### src/rtl/dec5_pkg.sv
`timescale 1ns/1ps
package dec5_pkg;
  localparam int DIG_W = 4;
  localparam logic [DIG_W-1:0] DIG_TOP = 4'd9;

  // encoding is {mode_a, mode_b}
  typedef enum logic [1:0] {
    MODE_PLAIN = 2'b00,
    MODE_TEST  = 2'b01,
    MODE_HALF  = 2'b10,
    MODE_ROUND = 2'b11
  } mode_e;
endpackage

### src/rtl/dec5_cell.sv
`timescale 1ns/1ps
module dec5_cell #(
  parameter int              W   = 4,
  parameter logic [W-1:0]    TOP = 4'd9
) (
  input  logic         clk_i,
  input  logic         rst_ni,
  input  logic         en_i,
  output logic [W-1:0] val_o,
  output logic         last_o
);
  logic [W-1:0] q;

  always_ff @(posedge clk_i or negedge rst_ni) begin
    if (!rst_ni)   q <= '0;
    else if (en_i) q <= (q == TOP) ? '0 : q + 1'b1;
  end

  assign val_o  = q;
  assign last_o = (q == TOP);


  a_r10_digit_range: assert property (@(posedge clk_i) disable iff (!rst_ni)
    val_o <= TOP);
  // a stage without enable holds
  a_r3_idle_hold: assert property (@(posedge clk_i) disable iff (!rst_ni)
    !en_i |=> $stable(val_o));
endmodule

### src/rtl/dec5_lead.sv
`timescale 1ns/1ps
module dec5_lead
  import dec5_pkg::*;
(
  input  mode_e            mode_i,
  input  logic [DIG_W-1:0] cnt_i,
  output logic [DIG_W-1:0] shown_o,
  output logic             hit_o
);
  always_comb begin
    shown_o = '0;
    hit_o   = 1'b0;
    unique case (mode_i)
      MODE_PLAIN: begin
        shown_o = cnt_i;
        hit_o   = (cnt_i == DIG_TOP);
      end
      MODE_TEST: begin
        shown_o = '0;
        hit_o   = 1'b0;
      end
      MODE_HALF: begin
        shown_o = (cnt_i >= 4'd3 && cnt_i <= 4'd7) ? 4'd5 : 4'd0;
        hit_o   = (cnt_i == 4'd7);
      end
      MODE_ROUND: begin
        shown_o = '0;
        hit_o   = (cnt_i == 4'd4);
      end
      default: ;
    endcase
  end
endmodule

### src/rtl/dec5_counter.sv
`timescale 1ns/1ps
module dec5_counter
  import dec5_pkg::*;
#(
  parameter int                   NUM_DIGITS = 5,
  // stages clocked directly in test mode
  parameter logic [NUM_DIGITS-1:0] TEST_MASK = 5'b01011
) (
  input  logic                          clk_i,
  input  logic                          rst_ni,
  input  logic                          mode_a_i,
  input  logic                          mode_b_i,
  output logic [NUM_DIGITS*DIG_W-1:0]   count_o,
  output logic                          carry_o,
  output logic                          inhib_o
);
  localparam int TOP_IDX = NUM_DIGITS - 1;

  mode_e                              mode;
  logic [NUM_DIGITS-1:0][DIG_W-1:0]   cnt;
  logic [NUM_DIGITS-1:0]              en;
  logic [NUM_DIGITS-1:0]              last;
  logic [DIG_W-1:0]                   lead_shown;
  logic                               lead_hit;
  logic                               carry_q;

  assign mode = mode_e'({mode_a_i, mode_b_i});

  dec5_lead u_lead (
    .mode_i  (mode),
    .cnt_i   (cnt[0]),
    .shown_o (lead_shown),
    .hit_o   (lead_hit)
  );

  assign en[0] = 1'b1;

  for (genvar g = 0; g < NUM_DIGITS; g++) begin : g_stage
    if (g == 1) begin : g_second
      assign en[g] = ((mode == MODE_TEST) && TEST_MASK[g]) | lead_hit;
    end else if (g > 1) begin : g_upper
      assign en[g] = ((mode == MODE_TEST) && TEST_MASK[g]) | (en[g-1] & last[g-1]);
    end

    dec5_cell #(.W(DIG_W), .TOP(DIG_TOP)) u_cell (
      .clk_i  (clk_i),
      .rst_ni (rst_ni),
      .en_i   (en[g]),
      .val_o  (cnt[g]),
      .last_o (last[g])
    );

    if (g == 0) begin : g_out_lead
      assign count_o[g*DIG_W +: DIG_W] = lead_shown;
    end else begin : g_out_dig
      assign count_o[g*DIG_W +: DIG_W] = cnt[g];
    end
  end

  always_ff @(posedge clk_i or negedge rst_ni) begin
    if (!rst_ni) carry_q <= 1'b0;
    else         carry_q <= en[TOP_IDX] & last[TOP_IDX];
  end

  assign carry_o = carry_q | ~rst_ni;
  assign inhib_o = mode_b_i;


  a_r7_carry_single: assert property (@(posedge clk_i) disable iff (!rst_ni)
    carry_q |=> !carry_q);
  a_r7_carry_top_zero: assert property (@(posedge clk_i) disable iff (!rst_ni)
    carry_q |-> (count_o[TOP_IDX*DIG_W +: DIG_W] == '0));
  // blanked first stage
  a_r5_lead_blank: assert property (@(posedge clk_i) disable iff (!rst_ni)
    mode_b_i |-> (count_o[DIG_W-1:0] == '0));

  a_r6_half_values: assert property (@(posedge clk_i) disable iff (!rst_ni)
    (mode == MODE_HALF) |-> (count_o[DIG_W-1:0] == 4'd0 || count_o[DIG_W-1:0] == 4'd5));

  a_r8_inhib_flag: assert property (@(posedge clk_i) disable iff (!rst_ni)
    inhib_o == (mode == MODE_TEST || mode == MODE_ROUND));
endmodule

### config.mk
export PLATFORM = sky130hd
export DESIGN_NAME = dec5_counter
export DESIGN_NICKNAME = d
export VERILOG_FILES = /design/src/rtl/dec5_pkg.sv /design/src/rtl/dec5_cell.sv /design/src/rtl/dec5_lead.sv /design/src/rtl/dec5_counter.sv
export SDC_FILE = /design/constraint.sdc
export NUM_CORES = 1
export LEC_CHECK = 0
export BUFFER_PORTS_ARGS = -buffer_cell sky130_fd_sc_hd__buf_2
export CAP_MARGIN = 40
export CORE_MARGIN = 10
export CORE_UTILIZATION = 40
export CTS_BUF_LIST = sky130_fd_sc_hd__clkbuf_2 sky130_fd_sc_hd__clkbuf_4 sky130_fd_sc_hd__clkbuf_8
export DETAILED_ROUTE_END_ITERATION = 10
export HOLD_SLACK_MARGIN = 0.15
export PLACE_DENSITY = 0.68
export REMOVE_ABC_BUFFERS = 1
export SYNTH_ARGS = -nofsm -noshare
export SYNTH_HDL_FRONTEND = slang
export SYNTH_SLANG_ARGS = --single-unit
### constraint.sdc
create_clock -name clk_i -period 3.6 [get_ports clk_i]
set_input_delay 0.36 -clock clk_i [delete_from_list [all_inputs] [get_ports clk_i]]
set_output_delay 0.36 -clock clk_i [all_outputs]
set_load 0.02 [all_outputs]
==> results.md, run 1 <==
- Leaving out fill and tap cells, the most frequent cell in the layout is buf_2.
- Counting every instance in the synthesized netlist gives around 140.
- Entering global routing, the biggest net connects 23 pins.
- In the routed layout, each cell is associated on average with a via count of just over 5.
- CTS built an H-tree with a depth of 1.
- The run finished with clean final reports.
- The netlist uses 42 different library cells.
- After routing the design area is roughly 0.0014 mm^2.
- The first global-routing pass estimated between 4000 and 5000 um of wire.
- After the first detailed-routing iteration, the DRC count stood at 52.
- Routability-driven placement finished with a final weighted congestion of between 0.9 and 1.
- After clock tree synthesis, the repair step resized 0 gates.
- The antenna diode instance count is 0.
- After layout, the minimum clock period comes to 2.15 ns.
- The total count of hold-check failures in the final report came to 0.
- The area of the core is ~0.0031 mm^2.
- In this run the critical register-to-register path is launched from g_stage[1].u_cell.val_o[2]$_DFFE_PN0N_.
- For the worst setup path, the data required time is between 3 and 4 ns.
- The worst setup skew after layout is ~0.004 ns.
- The number of buffers added by the clock tree synthesis step is 3.
- The die is approximately 80 um tall.
- The total number of yosys warnings is 0.
- The post-synthesis average cell area is around 10 um^2.
- Summed over all cells, the static leakage comes to between 0.6 and 0.7 nW.
- In the routed design, unresolved DRC markers number 0.
- Clock latency on the worst-skew pair, taken at its later pin, is about 0.30 ns.
- The initial utilization of the core area, before any placement, comes to 42.9%.
- Timing would allow up to 466 MHz.
- The layout filler cell count is 314.
- In the layout the commonest cells are buf_2, dfrtp_1, inv_1, nand2_1, o21ai_0.
- STA classifies the critical path endpoint as a flop.
- The floorplan step defined a die boundary enclosing approximately 0.0061 mm^2.
- The tightest slew margin relative to the limit is approximately 62%.
- For this design, the sink count on the clock tree is 21.
- The number of cells traversed by the worst hold path is 1.
- The worst register-to-register path has a setup slack of approximately 1.5 ns.
- Of the cells placed in the final design, the portion with a size suffix greater than 1 is between 20% and 30%.
- The startpoint identified for the worst hold timing path is g_stage[4].u_cell.val_o[0]$_DFFE_PN0P_.
- The number of buffers and inverters on the critical path is 0.
- The final-report max-slew violation count is 0.
- The worst hold path belongs to the class reg -> reg.
- Global routing consumed, over all layers together, 8.87% of the routing resources.
- The CTS clock-pin slew for the worst setup and hold paths is between 0.1 and 0.15 ns.
- Setup repair after global routing left no endpoint under its margin.
- The number of vias in the routed layout is a little under 1,000.
- The highest-delay cell along the critical path is dfrtp_1.
- For this block, the routed nets add up to 2640 um of wire.
- Pin placement for this block handled 26 I/O pins.
- Counting flops with an async set or reset pin after synthesis yields a share of 100%.
- The total negative slack is 0 ns.
- The maximum VDD drop is between 0.4 and 0.5 mV.
- The kind of critical path is reg -> reg.
- Yosys mapped a number of flops with a built-in enable equal to 0.
- Power spread over the standard cell area amounts to around 670 mW/mm^2.
- The sum of net half-perimeters after detailed placement is just over 2000 um.
- The signal on the critical path passes through nand4bb_4 > or3_4 > a211oi_4 > o21a_1 > mux2_1.
- Of the available clock period, the critical path in the final layout requires between 50 and 60%.
- From synthesis to final layout, the design area changed by 5.32%.
- In this design, the stage delay of the slowest critical-path cell is between 0.4 and 0.5 ns.
- The number of nets in the layout is around 150.
- The maximum fanout along the worst path is 7.
- Measured along the x axis, the die boundary spans 77.9 um.
- The detailed-route wire length per cell is roughly 14 um.
- The number of iterations in the first detailed-routing pass is 4.
- The synthesized flop and latch total is 21.
- At the pin with the least slew margin, the transition time is approximately 0.56 ns.
- The startpoint type of the worst setup path is a flop.
- The initialized floorplan defines 20 standard-cell rows.
- The placed instances occupy a cell area of approximately 0.0014 mm^2.
- The number of cells on the worst reg-to-reg path is 5.
- TritonCTS built the clock tree.
- The detail route stage leaves a number of antenna-violating nets equal to 0.
- The arrival time reported for the critical path endpoint is about 2.3 ns.
- Setup violations remaining at the end of the flow were counted as 0.
- In this run the deepest clock path goes through 2 buffers.
- Max-cap violations in this run came to 0.
- On the critical path the largest part of the delay comes from simple AND/OR/NAND/NOR gates.
- The number of global-route vias before repair was between 900 and 1,000.
- The combined area of all synthesized cells is 0.00134 mm^2.
- The worst hold path terminates at g_stage[4].u_cell.val_o[0]$_DFFE_PN0P_.
- The count of buffers from port buffering is 25.
- The aggregate global routing overflow is 0.
- In this run the critical register-to-register path is captured at g_stage[3].u_cell.val_o[1]$_DFFE_PN0N_.
- Among all flip-flop cells after synthesis, the most frequent one is dfrtp_1.
- The fraction of the yosys area taken by sequential cells is between 30% and 40%.
- The number of antenna violations at the first check in global routing was 0.
- Clock tree synthesis selected as its root buffer the cell clkbuf_4.
-- final cells by class --
type	instances	area, um^2	share of cell area [%]
inverters	10	37.5	2.66
multi-input cells	86	629	44.6
clock buffers	4	30.0	2.13
repair buffers	26	135	9.57
flip-flops and latches	21	526	37.2
well taps	44	55.1	3.90
-- worst register-to-register path, delay by kind of cell (launching register included) --
| kind | cells | cell delay [ns] |
|---|---|---|
| compound gates | 2 | 0.59 |
| flops | 1 | 0.45 |
| mux | 1 | 0.34 |
| simple gates | 2 | 0.65 |
-- state kept, by name (all words and copies together), names as in the netlist --
name                  cells
g_stage.u_cell.val_o     20
carry_q                   1
-- worst max path at each step --
stage | end | cells past startpoint | slack (ns) | from
3_5_place_dp | g_stage[3].u_cell.val_o[1]$_DFFE_PN0N_ | 5 | 1.46 | g_stage[1].u_cell.val_o[2]$_DFFE_PN0N_
4_1_cts | g_stage[3].u_cell.val_o[1]$_DFFE_PN0N_ | 5 | 1.45 | g_stage[1].u_cell.val_o[2]$_DFFE_PN0N_
3_3_place_gp | g_stage[3].u_cell.val_o[1]$_DFFE_PN0N_ | 5 | 1.55 | g_stage[1].u_cell.val_o[2]$_DFFE_PN0N_
2_1_floorplan | g_stage[3].u_cell.val_o[1]$_DFFE_PN0N_ | 5 | 1.51 | g_stage[1].u_cell.val_o[2]$_DFFE_PN0N_
5_1_grt | g_stage[3].u_cell.val_o[1]$_DFFE_PN0N_ | 5 | 1.36 | g_stage[0].u_cell.val_o[0]$_DFF_PN0_
6_report | g_stage[3].u_cell.val_o[1]$_DFFE_PN0N_ | 5 | 1.45 | g_stage[1].u_cell.val_o[2]$_DFFE_PN0N_
-- cells in the mapped netlist, types with 2 or more instances --
library cell | number | area, um^2
a211o_1 | 2 | 17.5
a21oi_1 | 6 | 30.0
and3_1 | 2 | 12.5
buf_2 | 2 | 10.0
buf_4 | 18 | 135
dfrtp_1 | 21 | 526
inv_1 | 10 | 37.5
mux2_1 | 2 | 22.5
nand2_1 | 9 | 33.8
nand2b_1 | 6 | 37.5
nand3_1 | 4 | 20.0
nand3b_1 | 4 | 30.0
nor2_1 | 3 | 11.3
nor2b_1 | 2 | 12.5
nor3_1 | 3 | 15.0
nor3b_1 | 2 | 15.0
nor4b_2 | 2 | 30.0
o2111ai_1 | 2 | 17.5
o211ai_1 | 2 | 15.0
o21a_1 | 2 | 15.0
o21ai_0 | 7 | 35.0
o21ai_1 | 2 | 10.0
xnor2_1 | 5 | 43.8
xor2_1 | 2 | 17.5
-- report_power, final --
group | internal, mW | switching [mW]
Combinational | 0.170 | 0.233
Clock | 0.0508 | 0.0696
Sequential | 0.310 | 0.116
Total | 0.531 | 0.419
-- routing by layer --
layer / up-vias / GRT usage (%) / share of wire [%]
met5: - / 0 / 0
met3: 2 / 3.80 / 6.9
met1: 452 / 10.7 / 46
met4: 0 / 1.08 / 0.27
li1: 491 / - / -
met2: 26 / 14.7 / 47
-- timing repair --
action	CTS	global route
hold endpoints to repair	21	0
setup buffers	0	0
hold buffers	1	0
-- stage by stage --
stage	std cells	utilization, %	hold WS [ns]	setup slack (ns)	power (mW)
after floorplan	117	-	0.0644	1.51	0.694
after global placement	186	43.9	0.346	1.55	0.825
after detailed placement	186	43.9	0.365	1.46	0.844
after CTS	191	45.2	0.503	1.45	0.967
after global routing	191	45.2	0.521	1.36	1.03
final	191	45.2	0.496	1.45	0.950
-- kinds of logic after synthesis --
family	Yosys count	share of synthesized area [%]
and+or+nand+nor	43	21.6
AOI/OAI and AO/OA	34	19.0
buffers and inverters	31	13.9
DFF	21	39.2
xor gates and xnor gates	7	4.57
muxes	2	1.68
Note: power is estimated with default switching activity, not from simulation.
==> run 2: changes to the inputs <==
--- a/config.mk
+++ b/config.mk
@@ -5,6 +5,7 @@
 export SDC_FILE = /design/constraint.sdc
 export NUM_CORES = 1
 export LEC_CHECK = 0
+export ABC_AREA = 1
 export BUFFER_PORTS_ARGS = -buffer_cell sky130_fd_sc_hd__buf_2
 export CAP_MARGIN = 40
 export CORE_MARGIN = 10
==> constraint.sdc (replaced) <==
create_clock -name clk_i -period 2.2 [get_ports clk_i]
set_input_delay 0.22 -clock clk_i [delete_from_list [all_inputs] [get_ports clk_i]]
set_output_delay 0.22 -clock clk_i [all_outputs]
set_load 0.02 [all_outputs]
==> run 2 against run 1 <==
  * Synthesized area down 3.3%
  * Cell count up 16%
  * First-iteration DRC count down 38%
  * Critical path type is now reg -> out
  * Sequential power up 42%
  * Cell area down 1.2%
  * Combinational power up 37%
  * Count of clock-buffer cells in the layout down 1
  * Clock power up 58%
  * Die area down 2.4%
  * Setup slack worse by 0.99 ns
==> results.md, run 2 <==
- The prevailing post-synth register cell is dfrtp_1.
- The total overflow left after global routing is 0.
- After synthesis, the share of flip-flops with an asynchronous set or reset is 100%.
- The run finished with clean final reports.
- Summed over all layers, the routed wires come to 2350 um.
- STA puts the critical path data required time at around 2.0 ns.
- The ratio of routed vias to standard cells is 4.38.
- The register with the most flip-flops in the final layout is g_stage.u_cell.val_o.
- Once the clock tree was built, the resizer swapped 0 gates to a different size.
- The synthesized instance count is between 150 and 200.
- The die is roughly 77 um wide.
- Data on the critical path arrives at its endpoint at between 1.5 and 2 ns.
- The worst setup path is launched from a flop.
- By area the synthesized netlist is led by dfrtp_1, buf_4, nand2_1, inv_1, nand3_1.
- Global routing used 12.3% of the available met2 tracks.
- The number of max-cap violations is 0.
- The switching share of power is 45.0%.
- The analysis attributes to net switching a power of 606 uW.
- Relative to the synthesized area, the layout overhead comes to 7.52%.
- IR analysis of the VDD net gives a maximum drop of 0.520 mV.
- The CTS clock-pin slew for the worst setup and hold paths is around 0.11 ns.
- The library cell used most frequently in the layout, excluding fill and tap cells, is nand2_1.
- The pin slew with the least headroom to its limit is between 0.3 and 0.4 ns.
- Power comes to ~1.3 mW.
- Averaged over all synthesized cells, the footprint is ~8 um^2.
- The layer flagged by global routing as most heavily used is met2.
- The number of vias in the routed layout is 969.
- The worst hold path belongs to the class in -> reg.
- The count of different cell masters after synthesis is 22.
- The total negative slack is 0 ns.
- The HPWL after detailed placement is ~1800 um.
- The ratio of final minimum period to clock period is approximately four fifths.
- The flip-flop count of the largest register after layout is 20.
- The combined area of all synthesized cells is about 0.0013 mm^2.
- For this run, global-route usage on met1 was measured as 10.2%.
- In this run the worst path has a maximum fanout of 5.
- Summed over all instances, the cell type with the most area after synthesis is dfrtp_1.
- Combinational logic burns about two fifths of the power.
- The number of failing setup endpoints in the final timing report is 0.
- The antenna diode instance count is 0.
- The top-level I/O count is 26.
- The clock group share of total power is 14.0%.
- The tree is rooted in a clkbuf_4.
- The critical path capture point type is an output pin.
- The CTS tree is yes.
- The CTS H-tree depth is 1.
- The number of sinks on the clock net is 21.
- In this run, CTS created clock tree buffers numbering 3.
- The total count of hold-check failures in the final report is 0.
- The most instantiated library cell after synthesis is nand2_1.
- For this block, the initial DRC count from the detailed router was 32.
- The setup slack of the worst register-to-register path is 0.76 ns.
- The wire length of the first global-routing pass is roughly 4000 um.
- The total number of placement rows is 20.
- The filler cells instantiated in the layout total about 320.
- The global routing met3 resource utilization is around 2.3%.
- For the finished layout, the period the worst path requires is between 1.5 and 2 ns.
- The number of synthesized flops with an enable pin is 0.
- The maximum number of pins on one net before global-route repair is 22.
- The area of the core is a little over 0.003 mm^2.
- The number of antenna violations at the first check in global routing is 0.
- The floorplan die area is 0.00592 mm^2.
- The global routing usage summed across all routing layers is slightly above 8%.
- The largest registers in the layout are g_stage.u_cell.val_o (20), carry_q (1).
- In the routed design, unresolved DRC markers number 0.
- The power density over the cells is slightly below 1000 mW/mm^2.
- Post-CTS timing repair inserted 0 buffers for setup.
- The final-report max-slew violation count was 0.
- The share of the Yosys chip area taken by registers is 40.5%.
- The number of nets in the layout is about 180.
- In this run the static leakage power is ~0.76 nW.
- Yosys printed 0 warnings.
- Setup repair after global routing left no endpoint under its margin.
- The die boundary height is 77.0 um.
- The number of buffers between clock root and the deepest sink is 2.
- The kind of critical path is reg -> out.
- The count of buffers from port buffering is 25.
- The internal power is around 740 uW.
- The number of global-route vias before repair is 904.
- Based on the critical path, the design can be clocked at up to 575 MHz.
- In the final routed layout, each cell accounts on average for about 11 um.
- After synthesis, the largest area contributor takes up roughly two fifths of total cell area.
- The post-detailed-route count of antenna-violating nets is 0.
- Leaving out fill and tap cells, the most frequent cells in the layout are nand2_1, buf_2, inv_1, dfrtp_1.
- The tightest slew margin relative to the limit is around 79%.
- The synthesized flop and latch total is 21.
- Counting instances in the post-synthesis netlist gives the leading cell types as nand2_1, inv_1, dfrtp_1, buf_4.
- The first detailed-routing pass took 4 iterations.
- The later pin in the worst-skew pair is clocked with a latency of 0.31 ns.
- Sequential cells burn 45.0% of the power.
- For this configuration, the core starts out at a cell density of 42.2%.
- For the final database, setup skew stands at ~0.0065 ns.
- Of the cells placed in the final design, the portion with a size suffix greater than 1 is about a quarter.
- The routability congestion estimate from global placement is 0.881.
[run 2: stage by stage]
| step | utilization, % | setup WS (ns) | hold WS [ns] | instances | instance area [um^2] |
|---|---|---|---|---|---|
| floorplan | - | 0.826 | -0.0756 | 146 | 1170 |
| global placement | 44.1 | 0.752 | 0.262 | 216 | 1360 |
| detailed placement | 44.1 | 0.757 | 0.262 | 216 | 1360 |
| CTS | 45.3 | 0.444 | 0.327 | 221 | 1400 |
| global route | 45.3 | 0.379 | 0.366 | 221 | 1400 |
| finish | 45.3 | 0.460 | 0.355 | 221 | 1400 |
[run 2: worst paths after layout]
| kind | end | startpoint | cells past startpoint |
|---|---|---|---|
| max in group asynchronous | g_stage[0].u_cell.val_o[1]$_DFF_PN0_ | rst_ni | 3 |
| min reg2reg | g_stage[2].u_cell.val_o[2]$_DFFE_PN0P_ | g_stage[2].u_cell.val_o[2]$_DFFE_PN0P_ | 1 |
| max reg2reg | g_stage[4].u_cell.val_o[1]$_DFFE_PN0P_ | g_stage[0].u_cell.val_o[0]$_DFF_PN0_ | 10 |
| min | g_stage[1].u_cell.val_o[0]$_DFFE_PN0N_ | mode_b_i | 4 |
| max | count_o[2] | g_stage[0].u_cell.val_o[3]$_DFF_PN0_ | 5 |
| min in group asynchronous | g_stage[1].u_cell.val_o[1]$_DFFE_PN0N_ | rst_ni | 3 |
[run 2: routing by layer]
layer,vias to the layer above,share of wire [%]
li1,514,-
met1,427,51
met2,23,41
met3,5,6.2
met4,0,1.9
met5,-,0
[run 2: logic make-up (layout without fill, tap and decap cells)]
group	count (synthesis)	in the layout	synth area share (%)
compound gates	11	11	4.44
xor+xnor	7	7	4.73
buf+inv	40	54	16.5
flops	21	21	40.5
simple gates	84	84	33.8
[run 2: layout make-up]
cell class | count | area (um^2) | area share (%)
clock inverter | 1 | 5.00 | 0.359
tap | 44 | 55.1 | 3.95
clock buffer | 3 | 22.5 | 1.61
sequential | 21 | 526 | 37.7
multi-input combinational | 102 | 558 | 40.0
inverter | 23 | 86.3 | 6.19
timing repair buffer | 27 | 143 | 10.2
[run 2: repair_timing]
item | CTS | global route
setup endpoints to repair | 0 | 0
hold endpoints to repair | 21 | 0
hold buffers | 1 | 0
[run 2: power groups by stage]
stage,sequential [mW],combinational (mW),clock [mW]
after floorplan,0.724,0.262,0
after global placement,0.615,0.552,0
after detailed placement,0.613,0.559,0
after CTS,0.606,0.562,0.196
after global routing,0.631,0.623,0.214
final,0.606,0.552,0.189
[run 2: worst max-delay path, cell delays in order (launching register included)]
cell and delay [ns]:
dfrtp_1 0.40, inv_1 0.13, nand3_1 0.12, or2_2 0.32
o21ai_0 0.07, buf_2 0.19
==> run 3: changes to the inputs <==
--- a/config.mk
+++ b/config.mk
@@ -5,7 +5,7 @@
 export SDC_FILE = /design/constraint.sdc
 export NUM_CORES = 1
 export LEC_CHECK = 0
-export ABC_AREA = 1
+export ABC_AREA = 0
 export BUFFER_PORTS_ARGS = -buffer_cell sky130_fd_sc_hd__buf_2
 export CAP_MARGIN = 40
 export CORE_MARGIN = 10
==> constraint.sdc (replaced) <==
create_clock -name clk_i -period 1.7 [get_ports clk_i]
set_input_delay 0.17 -clock clk_i [delete_from_list [all_inputs] [get_ports clk_i]]
set_output_delay 0.17 -clock clk_i [all_outputs]
set_load 0.02 [all_outputs]
==> run 3 against run 2 <==
  * Global-route usage rose by 2.8 points
  * Setup slack got worse by 0.67 ns
  * Flip-flop and latch count did not move
  * The run now ends with negative setup slack left
  * Power rose by 76%
  * Critical path depth rose by 1
==> results.md, run 3 (synthesis gave the netlist of run 1 again) <==
- The run finished, with violations left.
- The checks that failed: negative setup slack.
- The maximum single-stage delay on the critical path is roughly 0.47 ns.
- The floorplan die area is 0.00607 mm^2.
- Summed over all layers, the global routing overflow is 0.
- The cell count along the critical path is 6.
- The maximum VDD drop is just over 1 mV.
- The maximum clock frequency is around 520 MHz.
- At the pin with the least slew margin, the transition time is about 0.40 ns.
- At the end of routability-driven placement, the weighted congestion stood at between 0.8 and 0.9.
- The number of vias in the routed layout is 1,187.
- The top-level I/O count is 26.
- Power spread over the standard cell area amounts to around 1300 mW/mm^2.
- The number of iterations in the first detailed-routing pass is 4.
- The total count of hold-check failures in the final report was 0.
- The count of buffers added on input and output ports is 25.
- Using the TritonRoute via totals, the vias-per-cell ratio works out to slightly above 5.
- The final-report max-slew violation count is 0.
- The number of cells on the worst reg-to-reg path is 6.
- For the worst setup path, the data required time is 1.90 ns.
- The CTS H-tree depth is 1.
- The antenna diode instance count is 0.
- After the first detailed-routing iteration, the DRC count stood at 67.
- For this run, design rule violations remaining after detail routing come to 0.
- Traced cell by cell, the critical path runs through nor4b_4 > o21ai_2 > a211oi_4 > buf_4 > o211ai_4 > mux2_4.
- Entering global routing, the biggest net connects 22 pins.
- The tightest slew margin relative to the limit is between 70 and 80%.
- Clock-pin slew was measured on the worst setup and hold paths at approximately 0.12 ns.
- The wire length of the first global-routing pass is 5610 um.
- The final layout contains 190 nets.
- Setup repair after global routing could not meet its margin everywhere.
- The leakage power is slightly above 0.8 nW.
- The register with the most flip-flops in the layout has 20 of them.
- The number of max-cap violations is 0.
- The largest registers in the layout are g_stage.u_cell.val_o (20), carry_q (1).
- The worst hold-check path type is in -> async.
- The number of antenna violations at the first check in global routing is 0.
- The clock insertion delay at the later pin of the skew report is 0.30 ns.
- Together, buffers and inverters on the worst path number 1.
- The number of sinks on the clock net is 21.
- After detailed routing, the total wire length is ~3300 um.
- The most frequent standard cell in the layout excluding fill and tap cells is buf_4.
- The CTS tree is yes.
- The startpoint type of the worst setup path is a flop.
- The relative area change from synthesis to final layout is 37.3%.
- The initial utilization of the core area, before any placement, comes to 42.9%.
- Dividing the detail-routed wire length by the instance count gives 14.5 um.
- The total negative slack is -1.43 ns.
- The number of global-route vias before repair is approximately 1,300.
- The largest register by flop count is g_stage.u_cell.val_o.
- Setup violations remaining at the end of the flow were counted as 11.
- After floorplanning, the core was sized to cover approximately 0.0031 mm^2.
- In the finished design, the share of the clock period the worst path needs comes to 113%.
- The post-detailed-route count of antenna-violating nets is 0.
- The ratio of cells with drive above 1 in the final layout is 51.9%.
- The global routing usage summed across all routing layers is 10.9%.
- The worst setup path is of the reg -> reg kind.
- The final hold slack is 0.380 ns.
- Between clock sinks in the finished design, the worst skew comes to ~0.0046 ns.
- The die boundary height is approximately 80 um.
- The completed layout was analyzed and its total power is between 2 and 2.5 mW.
- The horizontal die dimension is 77.9 um.
- The number of buffers between clock root and the deepest sink is 2.
- Once routing completed, OpenROAD measured the worst setup slack at -0.214 ns.
- The HPWL after detailed placement is around 2400 um.
- The critical path capture point type is a flop.
- Counting the buffers created by CTS gives 3.
- The initialized floorplan defines 20 standard-cell rows.
- On the critical path the largest part of the delay comes from compound AO/OA/AOI/OAI gates.
- In this run the worst path has a maximum fanout of 3.
- The tree is rooted in a clkbuf_4.
- The top cell types in the final layout, fill and taps aside, are buf_4, buf_2, dfrtp_1, inv_1, nand2_1.
- The highest-delay cell along the critical path is dfrtp_2.
- Counting I/O delays and the setup requirement, the final critical path takes ~1.9 ns.
- The arrival time reported for the critical path endpoint is 2.11 ns.
-- run 3: changes by cell type in the layout (fill, tap and decap cells not counted), sizes merged, moves of 4 or more --
cell / previous run / this run
buf: 26 / 63
inv: 23 / 10
a21oi: 2 / 6
nand3: 17 / 4
nand2: 38 / 9
nor2: 21 / 3
nand2b: 0 / 6
nand3b: 0 / 4
-- run 3: what timing repair did --
item,CTS,global route
hold buffers,1,0
setup buffers,5,4
endpoints found under the setup margin,15,18
resized for setup,15,21
pin swaps,10,11
hold endpoints to repair,21,0
-- run 3: routing by layer --
metal  global-route usage (%)  vias up  routed length [um]
li1                         -      572                   -
met1                     11.5      587                1380
met2                     20.3       24                1770
met3                     3.69        4                 153
met4                     2.51        0                  23
met5                        0        -                   0
-- run 3: through the flow --
step / setup slack [ns] / utilization (%) / area (um^2) / cells
floorplan: -0.393 / - / 1190 / 117
global placement: -0.220 / 51.1 / 1600 / 216
CTS: -0.179 / 55.2 / 1730 / 226
global route: -0.308 / 58.9 / 1840 / 229
detailed placement: -0.274 / 51.1 / 1600 / 216
finish: -0.214 / 58.9 / 1840 / 229
-- run 3: layout make-up --
| type | instances | area (um^2) |
|---|---|---|
| inverter | 10 | 37.5 |
| multi-input combinational | 86 | 734 |
| timing repair buffer | 64 | 458 |
| clock inverter | 1 | 5.00 |
| clock buffer | 3 | 22.5 |
| sequential | 21 | 529 |
| fill | 276 | 1290 |
| tap | 44 | 55.1 |
-- run 3: final timing paths --
path | slack [ns] | end | start
setup / recovery | -0.21 | g_stage[4].u_cell.val_o[1]$_DFFE_PN0P_ | g_stage[0].u_cell.val_o[0]$_DFF_PN0_
hold / removal | 0.38 | g_stage[0].u_cell.val_o[2]$_DFF_PN0_ | rst_ni
setup reg to reg | -0.21 | g_stage[4].u_cell.val_o[1]$_DFFE_PN0P_ | g_stage[0].u_cell.val_o[0]$_DFF_PN0_
hold reg to reg | 0.48 | g_stage[4].u_cell.val_o[0]$_DFFE_PN0P_ | g_stage[4].u_cell.val_o[0]$_DFFE_PN0P_
max in group asynchronous | 1.09 | g_stage[0].u_cell.val_o[3]$_DFF_PN0_ | rst_ni
min in group clk_i | 0.48 | g_stage[4].u_cell.val_o[0]$_DFFE_PN0P_ | g_stage[4].u_cell.val_o[0]$_DFFE_PN0P_
-- run 3: where the power goes --
group          internal (mW)  total [mW]  switching (mW)
clock network         0.0877       0.246           0.158
logic                  0.612        1.33           0.716
registers              0.657       0.801           0.144
total                   1.36        2.37            1.02
-- run 3: worst min-delay path, stage by stage --
cell	delay, ns
dlygate4sd3_1	0.52
buf_2	0.12
buf_4	0.28
